<file path="src/rtl/wdg_pkg.sv">
package wdg_pkg;
   localparam logic [7:0] ADR_CTRL   = 8'h71;
   localparam logic [7:0] ADR_CFG    = 8'h72;
   localparam logic [7:0] ADR_CNT_LO = 8'h73;
   localparam logic [7:0] ADR_CNT_HI = 8'h74;

   localparam int CTRL_FORCE_BIT = 1;
   localparam int CTRL_FLAG_BIT  = 0;
   localparam int CFG_SEC_BIT    = 7;
   localparam int CFG_KRST_BIT   = 6;
   localparam int CFG_TMO_BIT    = 5;
   localparam int CFG_PWR_BIT    = 4;

   // reload-source enables, packed in control-register order 7..4
   typedef struct packed {
      logic ir;
      logic mouse;
      logic kbd;
      logic game;
   } evt_en_t;
endpackage

</file>
<file path="src/rtl/wdg_prescale.sv">
module wdg_prescale #(
   parameter int TICKS_PER_MIN = 60
) (
   input  logic clk,
   input  logic rst_n,
   input  logic tick,
   input  logic sec_mode,
   input  logic clr,
   output logic step
);
   localparam int PW = $clog2(TICKS_PER_MIN);
   localparam logic [PW-1:0] LAST = PW'(TICKS_PER_MIN - 1);

   generate
      if (TICKS_PER_MIN < 2) begin : g_bad
         $error("TICKS_PER_MIN must be at least 2");
      end
   endgenerate

   logic [PW-1:0] pre;

   always_ff @(posedge clk or negedge rst_n) begin
      if (!rst_n)                 pre <= '0;
      else if (clr)               pre <= '0;
      else if (tick && !sec_mode) pre <= (pre == LAST) ? '0 : pre + 1'b1;
   end

   assign step = tick && (sec_mode || pre == LAST);

   // prescaler never leaves its 0..TICKS_PER_MIN-1 range
   p_pre_bound_r4: assert property (@(posedge clk) disable iff (!rst_n)
      pre <= LAST);
endmodule

</file>
<file path="src/rtl/wdg_evt_reload.sv">
module wdg_evt_reload import wdg_pkg::*; #(
   parameter int IR_RELOAD_DLY = 250000
) (
   input  logic    clk,
   input  logic    rst_n,
   input  evt_en_t en,
   input  logic    running,
   input  logic    evt_game,
   input  logic    evt_ir,
   input  logic    evt_kbd,
   input  logic    evt_mouse,
   output logic    imm_fire,
   output logic    ir_fire
);
   localparam int DW = $clog2(IR_RELOAD_DLY + 1);

   generate
      if (IR_RELOAD_DLY < 1) begin : g_bad
         $error("IR_RELOAD_DLY must be at least 1");
      end
   endgenerate

   logic          pend;
   logic [DW-1:0] dly;

   assign imm_fire = (evt_game && en.game) || (evt_kbd && en.kbd) ||
                     (evt_mouse && en.mouse);
   assign ir_fire  = pend && (dly == '0);

   always_ff @(posedge clk or negedge rst_n) begin
      if (!rst_n) begin
         pend <= 1'b0;
         dly  <= '0;
      end else if (ir_fire) begin
         pend <= 1'b0;
      end else if (pend) begin
         dly <= dly - 1'b1;
      end else if (evt_ir && en.ir && running) begin
         pend <= 1'b1;
         dly  <= DW'(IR_RELOAD_DLY - 1);
      end
   end

   generate
      if (IR_RELOAD_DLY > 1) begin : g_chk
         // the IR reload never lands on the clock right after its event
         p_ir_wait_r7: assert property (@(posedge clk) disable iff (!rst_n)
            $rose(pend) |-> !ir_fire);
      end
   endgenerate
endmodule

</file>
<file path="src/rtl/wdg_regs.sv">
module wdg_regs import wdg_pkg::*; #(
   parameter int CNT_W = 16
) (
   input  logic             clk,
   input  logic             rst_n,
   input  logic             we,
   input  logic [7:0]       addr,
   input  logic [7:0]       wdata,
   input  logic [CNT_W-1:0] cnt,
   input  logic             flag_set,
   output evt_en_t          en,
   output logic [7:0]       cfg,
   output logic [CNT_W-1:0] load_val,
   output logic [CNT_W-1:0] reload_val,
   output logic             flag,
   output logic [7:0]       rdata
);
   logic [7:0]  hi_stage;
   logic [15:0] cnt_ext;
   logic        wr_ctrl, wr_cfg, wr_lo;

   assign wr_ctrl = we && addr == ADR_CTRL;
   assign wr_cfg  = we && addr == ADR_CFG;
   assign wr_lo   = we && addr == ADR_CNT_LO;

   generate
      if (CNT_W == 16) begin : g_w16
         always_ff @(posedge clk or negedge rst_n) begin
            if (!rst_n)                        hi_stage <= '0;
            else if (we && addr == ADR_CNT_HI) hi_stage <= wdata;
         end
      end else if (CNT_W == 8) begin : g_w8
         assign hi_stage = '0;
      end else begin : g_bad
         assign hi_stage = '0;
         $error("CNT_W must be 8 or 16");
      end
   endgenerate

   assign load_val = CNT_W'({hi_stage, wdata});
   assign cnt_ext  = 16'(cnt);

   always_ff @(posedge clk or negedge rst_n) begin
      if (!rst_n) begin
         en         <= '0;
         cfg        <= '0;
         reload_val <= '0;
         flag       <= 1'b0;
      end else begin
         if (wr_ctrl) en <= evt_en_t'(wdata[7:4]);
         if (wr_cfg)  cfg <= wdata;
         if (wr_lo)   reload_val <= load_val;
         if (flag_set)                               flag <= 1'b1;
         else if (wr_ctrl && !wdata[CTRL_FLAG_BIT])  flag <= 1'b0;
      end
   end

   always_comb begin
      case (addr)
         ADR_CTRL:   rdata = {en, 3'b000, flag};
         ADR_CFG:    rdata = cfg;
         ADR_CNT_LO: rdata = cnt_ext[7:0];
         ADR_CNT_HI: rdata = cnt_ext[15:8];
         default:    rdata = '0;
      endcase
   end

   // the expiry flag only drops on a control write
   p_flag_hold_r8: assert property (@(posedge clk) disable iff (!rst_n)
      flag && !wr_ctrl |=> flag);
endmodule

</file>
<file path="src/rtl/wdg_evt_timer.sv">
module wdg_evt_timer import wdg_pkg::*; #(
   parameter int CNT_W         = 16,
   parameter int TICKS_PER_MIN = 60,
   parameter int IR_RELOAD_DLY = 250000
) (
   input  logic       clk,
   input  logic       rst_n,
   input  logic       reg_we,
   input  logic [7:0] reg_addr,
   input  logic [7:0] reg_wdata,
   output logic [7:0] reg_rdata,
   input  logic       tick_1hz,
   input  logic       evt_game,
   input  logic       evt_ir,
   input  logic       evt_kbd,
   input  logic       evt_mouse,
   output logic       kbd_rst_o,
   output logic       tmo_o,
   output logic       pwr_rst_o,
   output logic [3:0] irq_route_o
);
   localparam logic [CNT_W-1:0] ONE = CNT_W'(1);

   evt_en_t          en;
   logic [7:0]       cfg;
   logic [CNT_W-1:0] cnt, load_val, reload_val;
   logic             flag, running, wr_lo, force_x;
   logic             step, imm_fire, ir_fire, evt_reload, expire;

   assign wr_lo      = reg_we && reg_addr == ADR_CNT_LO;
   assign force_x    = reg_we && reg_addr == ADR_CTRL && reg_wdata[CTRL_FORCE_BIT];
   assign running    = cnt != '0;
   assign evt_reload = running && (imm_fire || ir_fire);
   assign expire     = force_x ||
                       (!wr_lo && !evt_reload && running && step && cnt == ONE);

   wdg_regs #(.CNT_W(CNT_W)) u_regs (
      .clk(clk), .rst_n(rst_n), .we(reg_we), .addr(reg_addr), .wdata(reg_wdata),
      .cnt(cnt), .flag_set(expire), .en(en), .cfg(cfg), .load_val(load_val),
      .reload_val(reload_val), .flag(flag), .rdata(reg_rdata));

   wdg_prescale #(.TICKS_PER_MIN(TICKS_PER_MIN)) u_pre (
      .clk(clk), .rst_n(rst_n), .tick(tick_1hz), .sec_mode(cfg[CFG_SEC_BIT]),
      .clr(wr_lo || evt_reload || force_x), .step(step));

   wdg_evt_reload #(.IR_RELOAD_DLY(IR_RELOAD_DLY)) u_evt (
      .clk(clk), .rst_n(rst_n), .en(en), .running(running),
      .evt_game(evt_game), .evt_ir(evt_ir), .evt_kbd(evt_kbd),
      .evt_mouse(evt_mouse), .imm_fire(imm_fire), .ir_fire(ir_fire));

   always_ff @(posedge clk or negedge rst_n) begin
      if (!rst_n)                  cnt <= '0;
      else if (wr_lo)              cnt <= load_val;
      else if (force_x)            cnt <= '0;
      else if (evt_reload)         cnt <= reload_val;
      else if (running && step)    cnt <= cnt - 1'b1;
   end

   always_ff @(posedge clk or negedge rst_n) begin
      if (!rst_n) begin
         kbd_rst_o <= 1'b0;
         tmo_o     <= 1'b0;
         pwr_rst_o <= 1'b0;
      end else begin
         kbd_rst_o <= expire && cfg[CFG_KRST_BIT];
         tmo_o     <= expire && cfg[CFG_TMO_BIT];
         pwr_rst_o <= expire && cfg[CFG_PWR_BIT];
      end
   end

   assign irq_route_o = cfg[3:0];

   // a stopped counter stays stopped until the low byte is written
   p_stop_hold_r5: assert property (@(posedge clk) disable iff (!rst_n)
      !running && !wr_lo |=> cnt == '0);
   // any reset pulse comes with the expiry flag set
   p_pulse_flag_r9: assert property (@(posedge clk) disable iff (!rst_n)
      (kbd_rst_o || tmo_o || pwr_rst_o) |-> flag);
   // a force write leaves the counter at zero and the flag set
   p_force_r10: assert property (@(posedge clk) disable iff (!rst_n)
      force_x |=> cnt == '0 && flag);
endmodule

</file>
<file path="config.mk">
export PLATFORM = sky130hd
export DESIGN_NAME = wdg_evt_timer
export DESIGN_NICKNAME = d
export VERILOG_FILES = /design/src/rtl/wdg_pkg.sv /design/src/rtl/wdg_prescale.sv /design/src/rtl/wdg_evt_reload.sv /design/src/rtl/wdg_regs.sv /design/src/rtl/wdg_evt_timer.sv
export SDC_FILE = /design/constraint.sdc
export NUM_CORES = 1
export LEC_CHECK = 0
export ABC_AREA = 1
export BUFFER_PORTS_ARGS = -buffer_cell sky130_fd_sc_hd__buf_2
export CAP_MARGIN = 20
export CORE_UTILIZATION = 55
export CTS_BUF_LIST = sky130_fd_sc_hd__clkbuf_16
export DETAILED_ROUTE_END_ITERATION = 7
export GPL_TIMING_DRIVEN = 0
export HOLD_SLACK_MARGIN = 0.03
export MAX_ROUTING_LAYER = met4
export PLACE_DENSITY = 0.84
export SYNTH_ARGS = -nofsm -noshare
export SYNTH_HDL_FRONTEND = slang
export SYNTH_SLANG_ARGS = --single-unit
</file>
<file path="constraint.sdc">
create_clock -name clk -period 3.3 [get_ports clk]
set_input_delay 0.33 -clock clk [delete_from_list [all_inputs] [get_ports clk]]
set_output_delay 0.33 -clock clk [all_outputs]
set_load 0.02 [all_outputs]
</file>
==> qor.yml, run 1 <==
yosysWarnings: 0
fin_crit_sh_pct: 67.6
hold_class: "input port to register"
first_global_vias: 4305
crit_path_frequent_cell: "buf_2"
dieArea_mm2: 0.00929
critPathMaxFanout: 9
r2r-start: "cnt[0]$_DFFE_PN0P_"
nets: 736
rrSetupSlack_ns: 1.21
p_leak_nw: 2.83
synth-xor-area-share_pct: 2.32
met3_length_um: 730
crit_family: "simple AND/OR/NAND/NOR gates"
cts.sinks: 81
p_sw_uw: 611
wl_met2_um: 6070
die_h_um: 96.4
synth_largest_area_cell: "dfrtp_1"
synth_fa_ha_area_share_pct: 1.28
path_class: "input port to output port"
maxSlewViolCount: 0
slowest_stage: "o22ai_1"
grt_overflow: 0
antenna_cells: 0
ant_nets: 0
holdPathEnd: "u_regs.en[0]$_DFFE_PN0P_"
drive_above_1_share_pct: 18.0
place.gp.congestion: 0.947
ys_ff_latch: 81
combPwrFrac_pct: 10.3
cp_data_required_time_ns: 2.97
track_usage_pct: 29.8
cts_buffers: 9
drc: 0
worstSetupStartpointType: "input port"
fill_cells: 753
cellPowerDensity_mw_per_mm2: 419
finalSetupViolations: 0
cts_root_buf: "clkbuf_16"
netlist_instances: 656
vdd_ir_drop_max_mv: 0.230
holdCritStartpoint: "reg_wdata[4]"
synth.area.top_cells: "dfrtp_1 (41%), nand2_1 (12%), nor2_1 (8.5%)"
reg2reg_depth: 10
synth.avg_cell_area_um2: 7.47
synth_top_family_by_area: "simple AND/OR/NAND/NOR gates"
cts_tree: "built"
rows: 34
power_frac_seq_pct: 47.3
power.internal_mw: 1.71
die_w_um: 96.4
cap_violations: 0
coreArea_mm2: 0.00868
vias: 4516
final_cells: 819
ctsResizeCount: 0
hpwl_um: 9290
yosys.area.top_type_share_pct: 41.4
wl_per_cell_um: 15.1
yosysSeqAreaShare_pct: 41.4
antenna_found_initial: 0
wl_met1_um: 5300
skew_ns: 0.00818
final.min_clock_period_ns: 2.23
holdPathStages: 3
area_growth_pct: 13.3
hold_viol: 0
grt_max_degree: 71
fin_util_pct: 64.0
max-slew-margin-rel_pct: 67.1
num_io_pins: 39
p_clk_share_pct: 42.4
tightestPinTransition_ns: 0.491
drt-pass1-iter-count: 7
endpoint_kind: "output port"
slowest_delay_ns: 0.39
start_util_pct: 56.5
htree_levels: 3
path_clk_slew_ns: 0.06
worstSkewPairLatency_ns: 0.34
cp_cell_sequence: "buf_2 > or2_1 > nor3_1 > nand2_1 > o22ai_1 > a21oi_1 > o21ai_0 > buf_2"
syn_area_mm2: 0.00490
status: "complete, no violations"
drt-total-wl_um: 12400
synth_cell_type_count: 41
fmax_ghz: 0.449
p_sw_share_pct: 26.3
dr.first_iter.drc_count: 382
synth_compound_area_share_pct: 10.9
r2r-end: "u_evt.dly[8]$_DFFE_PN0P_"
crit_buf_inv: 2
arrival_ns: 1.90
fin_tns_setup_ns: 0
routed.top_layer: "met4"
synthSimpleGateAreaFrac_pct: 32.9
dp.cells: 803
clockBufferDepth: 2
muxShareOfSynthArea_pct: 1.84
rsz0062_at_grt: "no"
grt_pass1_wl_um: 20300
via_per_inst: 5.51
syn_nets: 685
port-buffer-count: 38
-- cells in the mapped netlist (all sizes together) --
master  count
a21oi      28
xnor2       3
a21boi      1
a211oi      2
mux2        8
nor2      124
o22ai       5
xor2       10
o221ai      3
clkbuf      2
inv        78
o31a        1
dfrtp      81
or2         3
o31ai       1
nand3      49
a31oi       1
nand2     165
o211ai      1
o21ai      47
ha          5
nand4       7
buf        19
nor3        8
nand3b      4
-- how the worst max path moves through the flow --
stage,cells after the start,from,to
after floorplan,11,cnt[0]$_DFFE_PN0P_,cnt[7]$_DFFE_PN0P_
after detailed placement,8,reg_addr[0],reg_rdata[4]
after CTS,8,reg_addr[0],reg_rdata[4]
after global placement,8,reg_addr[0],reg_rdata[4]
final,8,reg_addr[0],reg_rdata[4]
after global routing,8,reg_addr[0],reg_rdata[4]
-- cell families (layout without fill, tap and decap cells) --
| logic type | after synthesis | after routing |
|---|---|---|
| and+or+nand+nor | 360 | 360 |
| AOI/OAI and AO/OA | 90 | 90 |
| DFF | 81 | 81 |
| muxes | 8 | 8 |
| xor gates and xnor gates | 13 | 13 |
| adders and majority gates | 5 | 5 |
| buffers and inverters | 99 | 154 |
-- routing by layer --
metal / global-route usage (%) / vias up
met5: - / -
met4: 13.1 / 0
met3: 4.54 / 28
met2: 48.3 / 185
met1: 37.1 / 2119
li1: - / 2184
-- metrics by stage --
| step | area (um2) | total power [mW] | hold slack, ns | setup slack (ns) |
|---|---|---|---|---|
| finish | 5550 | 2.32 | 0.284 | 1.07 |
| global placement | 5230 | 1.34 | 0.493 | 1.14 |
| global route | 5550 | 2.41 | 0.300 | 1.01 |
| detailed placement | 5260 | 1.35 | 0.187 | 1.13 |
| floorplan | 4900 | 1.25 | 0.0344 | 1.55 |
| CTS | 5550 | 2.33 | 0.280 | 1.13 |
-- area by class of cell --
class	count	area, um2	share of cell area, %
clock buffer	9	225	4.06
sequential	81	2030	36.5
timing repair buffer	40	230	4.15
buffer	21	166	3.00
clock inverter	6	60.1	1.08
tap	108	135	2.43
multi-input combinational	476	2410	43.5
inverter	78	293	5.28
-- power by group through the flow --
| stage | clock network (mW) | logic [mW] | registers, mW |
|---|---|---|---|
| CTS | 0.994 | 0.238 | 1.10 |
| global route | 1.03 | 0.270 | 1.10 |
| detailed placement | 0 | 0.234 | 1.12 |
| floorplan | 0 | 0.151 | 1.10 |
| finish | 0.986 | 0.239 | 1.10 |
| global placement | 0 | 0.224 | 1.11 |
-- cell usage in the layout, fill, tap and decap left out, types with 2 or more instances in the layout --
cell / n
nand3b_1: 4
a211oi_1: 2
nand2_2: 6
or2_2: 2
nor2_4: 3
mux2_2: 8
o221ai_1: 3
buf_4: 11
inv_2: 3
nor2_2: 9
xor2_1: 10
a21oi_2: 12
nand2_1: 157
nand3_2: 6
buf_6: 4
inv_1: 76
nand2_4: 2
nor2_1: 111
a21oi_1: 16
dfrtp_1: 81
nor3_1: 8
buf_2: 41
nand4_1: 6
clkbuf_16: 9
ha_1: 5
nand3_1: 42
xnor2_1: 3
o22ai_1: 5
clkinv_2: 2
o21ai_0: 41
o21ai_1: 6
-- sequential cells by signal, summed over array words and instances, names as in the netlist --
register / flops
u_regs.reload_val: 16
kbd_rst_o: 1
u_regs.en: 4
u_regs.cfg: 8
pwr_rst_o: 1
u_evt.pend: 1
tmo_o: 1
u_pre.pre: 6
u_regs.flag: 1
u_regs.hi_stage: 8
u_evt.dly: 18
cnt: 16
-- tightest hold or removal path, stage by stage --
cell	delay, ns
buf_2	0.13
nand2_1	0.06
o21ai_0	0.06
-- what timing repair did --
action	in CTS	in global routing
endpoints found under the hold margin	11	0
endpoints found under the setup margin	0	0
buffers inserted	0	0
hold buffers	1	0
No activity file was read; power rests on OpenSTA's default activity.
==> inputs of run 2 (changes only) <==
--- a/config.mk
+++ b/config.mk
@@ -14,7 +14,7 @@
 export GPL_TIMING_DRIVEN = 0
 export HOLD_SLACK_MARGIN = 0.03
 export MAX_ROUTING_LAYER = met4
-export PLACE_DENSITY = 0.84
+export PLACE_DENSITY = 0.87
 export SYNTH_ARGS = -nofsm -noshare
 export SYNTH_HDL_FRONTEND = slang
 export SYNTH_SLANG_ARGS = --single-unit
==> constraint.sdc (replaced) <==
create_clock -name clk -period 1.9 [get_ports clk]
set_input_delay 0.19 -clock clk [delete_from_list [all_inputs] [get_ports clk]]
set_output_delay 0.19 -clock clk [all_outputs]
set_load 0.02 [all_outputs]
==> run 2 against run 1 <==
Register-to-register slack lost 1.2 ns. Hold slack worse by 0.15 ns. Die area unchanged. Clock skew is 0.0053 ns higher. Total power grew 78%. Core utilization is 3.7 points higher.
==> qor.yml, run 2 (synthesized netlist as in run 1, its figures left out) <==
drive_above_1_share_pct: 22.8  # +4.8 points
antenna_found_initial: 0  # unchanged
antenna_cells: 0  # unchanged
die_h_um: 96.4  # unchanged
endpoint_kind: "register"
clockBufferDepth: 2  # unchanged
via_per_inst: 5.65  # +2.5%
critPathMaxFanout: 10  # +1
drt-pass1-iter-count: 8  # +1
hold_class: "input port to register"
max-slew-margin-rel_pct: 62.6  # -4.6 points
p_sw_share_pct: 27.3  # +1.0 points
crit_start: "cnt[1]$_DFFE_PN0P_"
layout_common_cells: "nand2_1 (156), nor2_1 (103), dfrtp_1 (78)"
final.min_clock_period_ns: 1.87
track_usage_pct: 31.1  # +1.4 points
cts_buffers: 9  # unchanged
setup_slack_ns: 0.0332  # -1.04 ns
drt-total-wl_um: 13700  # +11%
layout_commonest_cell: "nand2_1"
slowest_delay_ns: 0.42  # +0.03 ns
r2r-end: "cnt[10]$_DFFE_PN0P_"
largest_register: "u_evt.dly"
fin_crit_sh_pct: 98.3
first_global_vias: 4516  # +4.9%
dpl_worst_slack_ns: -0.147  # -1.28 ns
rsz0062_at_grt: "yes"
path_clk_slew_ns: 0.06  # about the same
reg2reg_depth: 11  # +1
arrival_ns: 2.09  # +0.19 ns
worstSkewPairLatency_ns: 0.35  # about the same
power.internal_mw: 3.01  # +76%
maxSlewViolCount: 0  # unchanged
grt_max_degree: 73  # +2.8%
tightestPinTransition_ns: 0.560  # +0.0685 ns
crit_path_frequent_cell: "nor2_1"
rrSetupSlack_ns: 0.03  # -1.18 ns
place.gp.congestion: 0.959  # +1.2%
dieArea_mm2: 0.00929  # unchanged
status: "complete, no violations"
dr.first_iter.drc_count: 475  # +24%
cellPowerDensity_mw_per_mm2: 705  # +68%
path_class: "register to register"
ant_nets: 0  # unchanged
cts_tree: "built"
finalPower_mw: 4.14  # +78%
power_frac_seq_pct: 46.3  # -1.0 points
grt_overflow: 0  # unchanged
cp_cell_sequence: "inv_2 > ha_4 > nand2_8 > nor2_8 > nand3_4 > buf_8 > buf_6 > a21oi_2 > nor2_1 > nor2_1 > nor2_1"
crit_cells: 11  # +3
placedInstanceArea_mm2: 0.00526  # unchanged
grt_pass1_wl_um: 21200  # +4.7%
fin_util_pct: 67.6  # +3.7 points
coreArea_mm2: 0.00868  # unchanged
slowest_stage: "dfrtp_1"
start_util_pct: 56.5  # unchanged
hold_viol: 0  # unchanged
drc: 0  # unchanged
num_io_pins: 39  # unchanged
cts.sinks: 81  # unchanged
area_growth_pct: 19.8
crit_buf_inv: 3  # +1
rows: 34  # unchanged
vdd_ir_drop_max_mv: 0.642  # +180%
cp_data_required_time_ns: 2.13  # -0.84 ns
hold_ws_ns: 0.136  # -0.148 ns
cts_root_buf: "clkbuf_16"
holdPathStages: 3  # unchanged
combPwrFrac_pct: 11.3  # +1.0 points
worstSetupStartpointType: "register"
top_regs: "u_evt.dly x18, cnt x16, u_regs.reload_val x16"
vias: 4740  # +5.0%
hpwl_um: 9590  # +3.2%
worstSetupEndpoint: "cnt[10]$_DFFE_PN0P_"
r2r-start: "cnt[1]$_DFFE_PN0P_"
crit_family: "simple AND/OR/NAND/NOR gates"
p_leak_nw: 2.93  # +3.5%
p_clk_share_pct: 42.4  # about the same
p_sw_mw: 1.13  # +85%
finalSetupViolations: 0  # unchanged
htree_levels: 3  # unchanged
skew_ns: 0.0135  # +0.00527 ns
die_w_um: 96.4  # unchanged
nets: 755  # +2.6%
fmax_ghz: 0.536
port-buffer-count: 38  # unchanged
cap_violations: 0  # unchanged
largest_reg_flops: 18  # unchanged
wl_per_cell_um: 16.4  # +8.1%
fill_cells: 681  # -9.6%
stdcell_area_mm2: 0.00587  # +5.7%
==> run 2: worst min path at each step <==
stage | from | end | slack (ns)
2_1_floorplan | rst_n | cnt[0]$_DFFE_PN0P_ | -0.11
3_3_place_gp | reg_wdata[3] | u_regs.cfg[3]$_DFFE_PN0P_ | 0.47
4_1_cts | reg_wdata[3] | u_regs.reload_val[3]$_DFFE_PN0P_ | 0.14
5_1_grt | reg_wdata[4] | u_regs.en[0]$_DFFE_PN0P_ | 0.16
3_5_place_dp | rst_n | u_evt.dly[13]$_DFFE_PN0P_ | 0.04
6_report | reg_wdata[3] | u_regs.cfg[3]$_DFFE_PN0P_ | 0.14
==> run 2: routing by layer <==
metal | vias to the layer above | routed length, um | global-route usage (%)
li1 | 2231 | - | -
met1 | 2206 | 5300 | 36.0
met2 | 243 | 6820 | 53.2
met3 | 60 | 1030 | 5.40
met4 | 0 | 572 | 13.8
met5 | - | 0 | -
==> run 2: area by class of cell <==
type | instances | area (um2) | area share, %
buffer | 21 | 204 | 3.48
clock buffer | 9 | 225 | 3.84
clock inverter | 7 | 70.1 | 1.19
inverter | 78 | 293 | 4.99
multi-input combinational | 476 | 2520 | 42.9
sequential | 81 | 2030 | 34.6
tap | 108 | 135 | 2.30
timing repair buffer | 59 | 390 | 6.65
==> run 2: worst register-to-register path: cells and delay by family (launching register included) <==
kind / cells / cell delay (ns)
simple gates: 6 / 0.58
compound gates: 1 / 0.17
buf+inv: 3 / 0.41
flops: 1 / 0.42
fa+ha+maj: 1 / 0.18
==> run 2: repair_timing <==
| item | in CTS | in global routing |
|---|---|---|
| pin swaps | 0 | 7 |
| buffers inserted | 2 | 16 |
| resized for setup | 8 | 31 |
| endpoints found under the hold margin | 81 | 0 |
| hold buffers | 1 | 0 |
| cloned | 0 | 1 |
| setup endpoints to repair | 35 | 39 |
==> run 2: power by group through the flow <==
stage          logic, mW  registers (mW)  clock network (mW)
4_1_cts            0.428            1.91                1.77
6_report           0.469            1.92                1.75
3_5_place_dp       0.413            1.94                   0
2_1_floorplan      0.262            1.91                   0
5_1_grt            0.516            1.92                1.83
3_3_place_gp       0.390            1.93                   0
==> run 2: per-stage QoR <==
stage	instances	setup TNS, ns
after global routing	839	-0.394
after detailed placement	803	-3.50
final	839	0
after global placement	802	-1.91
after CTS	822	0
after floorplan	656	0
==> inputs of run 3 (changes only) <==
--- a/config.mk
+++ b/config.mk
@@ -5,16 +5,15 @@
 export SDC_FILE = /design/constraint.sdc
 export NUM_CORES = 1
 export LEC_CHECK = 0
-export ABC_AREA = 1
 export BUFFER_PORTS_ARGS = -buffer_cell sky130_fd_sc_hd__buf_2
 export CAP_MARGIN = 20
-export CORE_UTILIZATION = 55
+export CORE_UTILIZATION = 54
 export CTS_BUF_LIST = sky130_fd_sc_hd__clkbuf_16
 export DETAILED_ROUTE_END_ITERATION = 7
 export GPL_TIMING_DRIVEN = 0
 export HOLD_SLACK_MARGIN = 0.03
 export MAX_ROUTING_LAYER = met4
-export PLACE_DENSITY = 0.87
+export PLACE_DENSITY = 0.86
 export SYNTH_ARGS = -nofsm -noshare
 export SYNTH_HDL_FRONTEND = slang
 export SYNTH_SLANG_ARGS = --single-unit
==> run 3 against run 2 <==
The flow now finishes with violations (negative setup slack). Final area decreased by 0.70%. Clock power about the same. Area after synthesis decreased by 11%. Count of clock-buffer cells in the layout unchanged. Synthesized cell count decreased by 31%. Sequential cell count unchanged. Sequential power increased by 38%. Largest power group unchanged.
==> qor.yml, run 3 <==
die_h_um: 91.7  # -4.8%
hpwl_um: 7910  # -18%
critPathMaxFanout: 7  # -3
tightestPinTransition_ns: 0.802  # +0.242 ns
cap_violations: 0  # unchanged
final.min_clock_period_ns: 2.65  # +0.783 ns
drt-pass1-iter-count: 5  # -3
wl_per_cell_um: 23.6  # +44%
cts_tree: "built"
fin_tns_setup_ns: -26.12  # -26.12 ns
synth_largest_area_cell: "dfrtp_1"
drive_above_1_share_pct: 35.7  # +13 points
grt_pass1_wl_um: 20300  # -4.3%
drc: 0  # unchanged
synth.area.top_cells: "dfrtp_1 (47%), mux2_2 (6.0%), nand2_1 (4.0%)"
antenna_cells: 0  # unchanged
via_per_inst: 6.95  # +23%
dp.cells: 591  # -26%
finalSetupViolations: 46  # +46
cts_root_buf: "clkbuf_16"
grt_use_met1_pct: 38.6  # +2.6 points
yosysWarnings: 0  # unchanged
use_met2_pct: 51.0  # -2.2 points
async_flop_share_pct: 100  # unchanged
stdcell_area_mm2: 0.00583  # -0.70%
max-slew-margin-rel_pct: 46.6  # -16 points
area_growth_pct: 34.0
grt_use_met3_pct: 6.30  # +0.90 points
cp_data_required_time_ns: 2.12  # about the same
arrival_ns: 2.87  # +0.78 ns
grt_max_degree: 48  # -34%
final_cells: 637  # -24%
fin_crit_sh_pct: 139  # +41 points
largest_reg_flops: 18  # unchanged
synth.avg_cell_area_um2: 9.64  # +29%
fmax_ghz: 0.377  # -30%
status: "finished with violations"
rsz0062_at_grt: "yes"
synth-edff-count: 0  # unchanged
yosys.area.top_type_share_pct: 46.6  # +5.2 points
antenna_found_initial: 0  # unchanged
dr.first_iter.drc_count: 604  # +27%
place.gp.congestion: 0.971  # +1.3%
layout_commonest_cell: "dfrtp_1"
syn_area_mm2: 0.00435  # -11%
ys_top_cells_by_count: "dfrtp_1 (81), nand2_1 (46), nor2_1 (35), o21ai_0 (26), mux2_2 (23)"
track_usage_pct: 32.2  # +1.0 points
port-buffer-count: 37  # -2.6%
drt-total-wl_um: 15100  # +9.6%
finalPower_mw: 6.17  # +49%
dieArea_mm2: 0.00842  # -9.4%
hold_class: "input port to register"
path_class: "register to register"
cts.sinks: 81  # unchanged
num_io_pins: 39  # unchanged
skew_ns: 0.00848  # -0.00498 ns
ys_ff_latch: 81  # unchanged
worstSkewPairLatency_ns: 0.35  # about the same
rows: 32  # -5.9%
first_global_vias: 4131  # -8.5%
cts_buffers: 9  # unchanged
cellPowerDensity_mw_per_mm2: 1060  # +50%
start_util_pct: 56.0  # -0.47 points
die_w_um: 91.7  # -4.8%
layout_common_cells: "dfrtp_1 (80), nand2_1 (38), buf_2 (36)"
dpl_worst_slack_ns: -0.905  # -0.758 ns
setup_slack_ns: -0.749  # -0.783 ns
netlist_instances: 451  # -31%
hold_viol: 0  # unchanged
largest_register: "u_evt.dly"
synth_cell_type_count: 57  # +39%
clockBufferDepth: 2  # unchanged
top_regs: "u_evt.dly x18, cnt x16, u_regs.reload_val x16"
maxSlewViolCount: 0  # unchanged
coreArea_mm2: 0.00777  # -10%
fill_cells: 436  # -36%
synth_most_common_cell: "dfrtp_1"
worstSetupStartpointType: "register"
path_clk_slew_ns: 0.07  # about the same
syn_nets: 480  # -30%
htree_levels: 3  # unchanged
vias: 4424  # -6.7%
ys.flop_type: "dfrtp_1"
vdd_ir_drop_max_mv: 0.615  # -4.1%
p_leak_nw: 2.58  # -12%
yosysSeqAreaShare_pct: 46.6  # +5.2 points
nets: 559  # -26%
grt_overflow: 0  # unchanged
violations: "negative setup slack"
top_usage_layer: "met2"
placedInstanceArea_mm2: 0.00473  # -10%
endpoint_kind: "register"
ant_nets: 0  # unchanged
[run 3: where the power goes]
part,total [mW],switching [mW],internal [mW]
combinational,1.77,0.934,0.839
clock,1.75,0.816,0.932
sequential,2.65,0.566,2.09
total,6.17,2.32,3.86
[run 3: final cells by class]
type	instances	area [um2]	share of cell area [%]
multi-input cells	327	2580	44.3
flip-flops and latches	81	2030	34.8
repair buffers	72	568	9.75
clock buffers	9	225	3.87
plain buffers	20	153	2.62
well taps	102	128	2.19
clock inverters	7	71.3	1.22
inverters	19	71.3	1.22
[run 3: critical path, cell delays in order, from the launching register on]
cell     delay [ns]
dfrtp_1        0.40
or4_4          0.56
or4_4          0.53
buf_6          0.15
o21ai_4        0.23
buf_6          0.18
nor3b_1        0.06
o31ai_1        0.28
a31oi_1        0.12
[run 3: layer usage]
| layer | up-vias | wire [um] |
|---|---|---|
| li1 | 1811 | - |
| met1 | 2111 | 5500 |
| met2 | 378 | 7060 |
| met3 | 124 | 1510 |
| met4 | 0 | 983 |
| met5 | - | 0 |
[run 3: worst paths after layout]
path,from,to,slack (ns),depth (start not counted)
worst max-delay path,u_evt.dly[2]$_DFFE_PN0P_,cnt[2]$_DFFE_PN0P_,-0.75,8
worst min-delay path,reg_wdata[3],u_regs.hi_stage[3]$_DFFE_PN0P_,0.13,2
worst max register to register,u_evt.dly[2]$_DFFE_PN0P_,cnt[2]$_DFFE_PN0P_,-0.75,8
worst min register to register,u_regs.hi_stage[7]$_DFFE_PN0P_,u_regs.hi_stage[7]$_DFFE_PN0P_,0.52,1
max in group asynchronous,rst_n,cnt[4]$_DFFE_PN0P_,0.96,3
min in group asynchronous,rst_n,u_regs.cfg[1]$_DFFE_PN0P_,0.35,2
[run 3: kinds of logic (layout without fill, tap and decap cells)]
group,after synthesis,in the layout,synth area share (%)
simple gates,174,174,21.4
compound gates,96,96,14.4
flops,81,81,46.6
buf+inv,43,127,4.11
mux,29,29,7.34
xor+xnor,23,23,4.63
fa+ha+maj,5,5,1.44
[run 3: metrics by stage]
step / hold WS [ns] / utilization, %
after global placement: 0.471 / 60.5
final: 0.129 / 75.0
after floorplan: -0.106 / -
after global routing: 0.140 / 75.0
after CTS: 0.128 / 69.8
after detailed placement: 0.175 / 60.9
[run 3: timing repair]
action                                  in CTS  in global routing
gates resized for setup                     58                 67
buffers inserted                            20                  9
cloned                                       0                  3
pin swaps                                   24                 41
endpoints found under the hold margin       34                  0
endpoints found under the setup margin      75                 74
hold buffers                                 1                  0
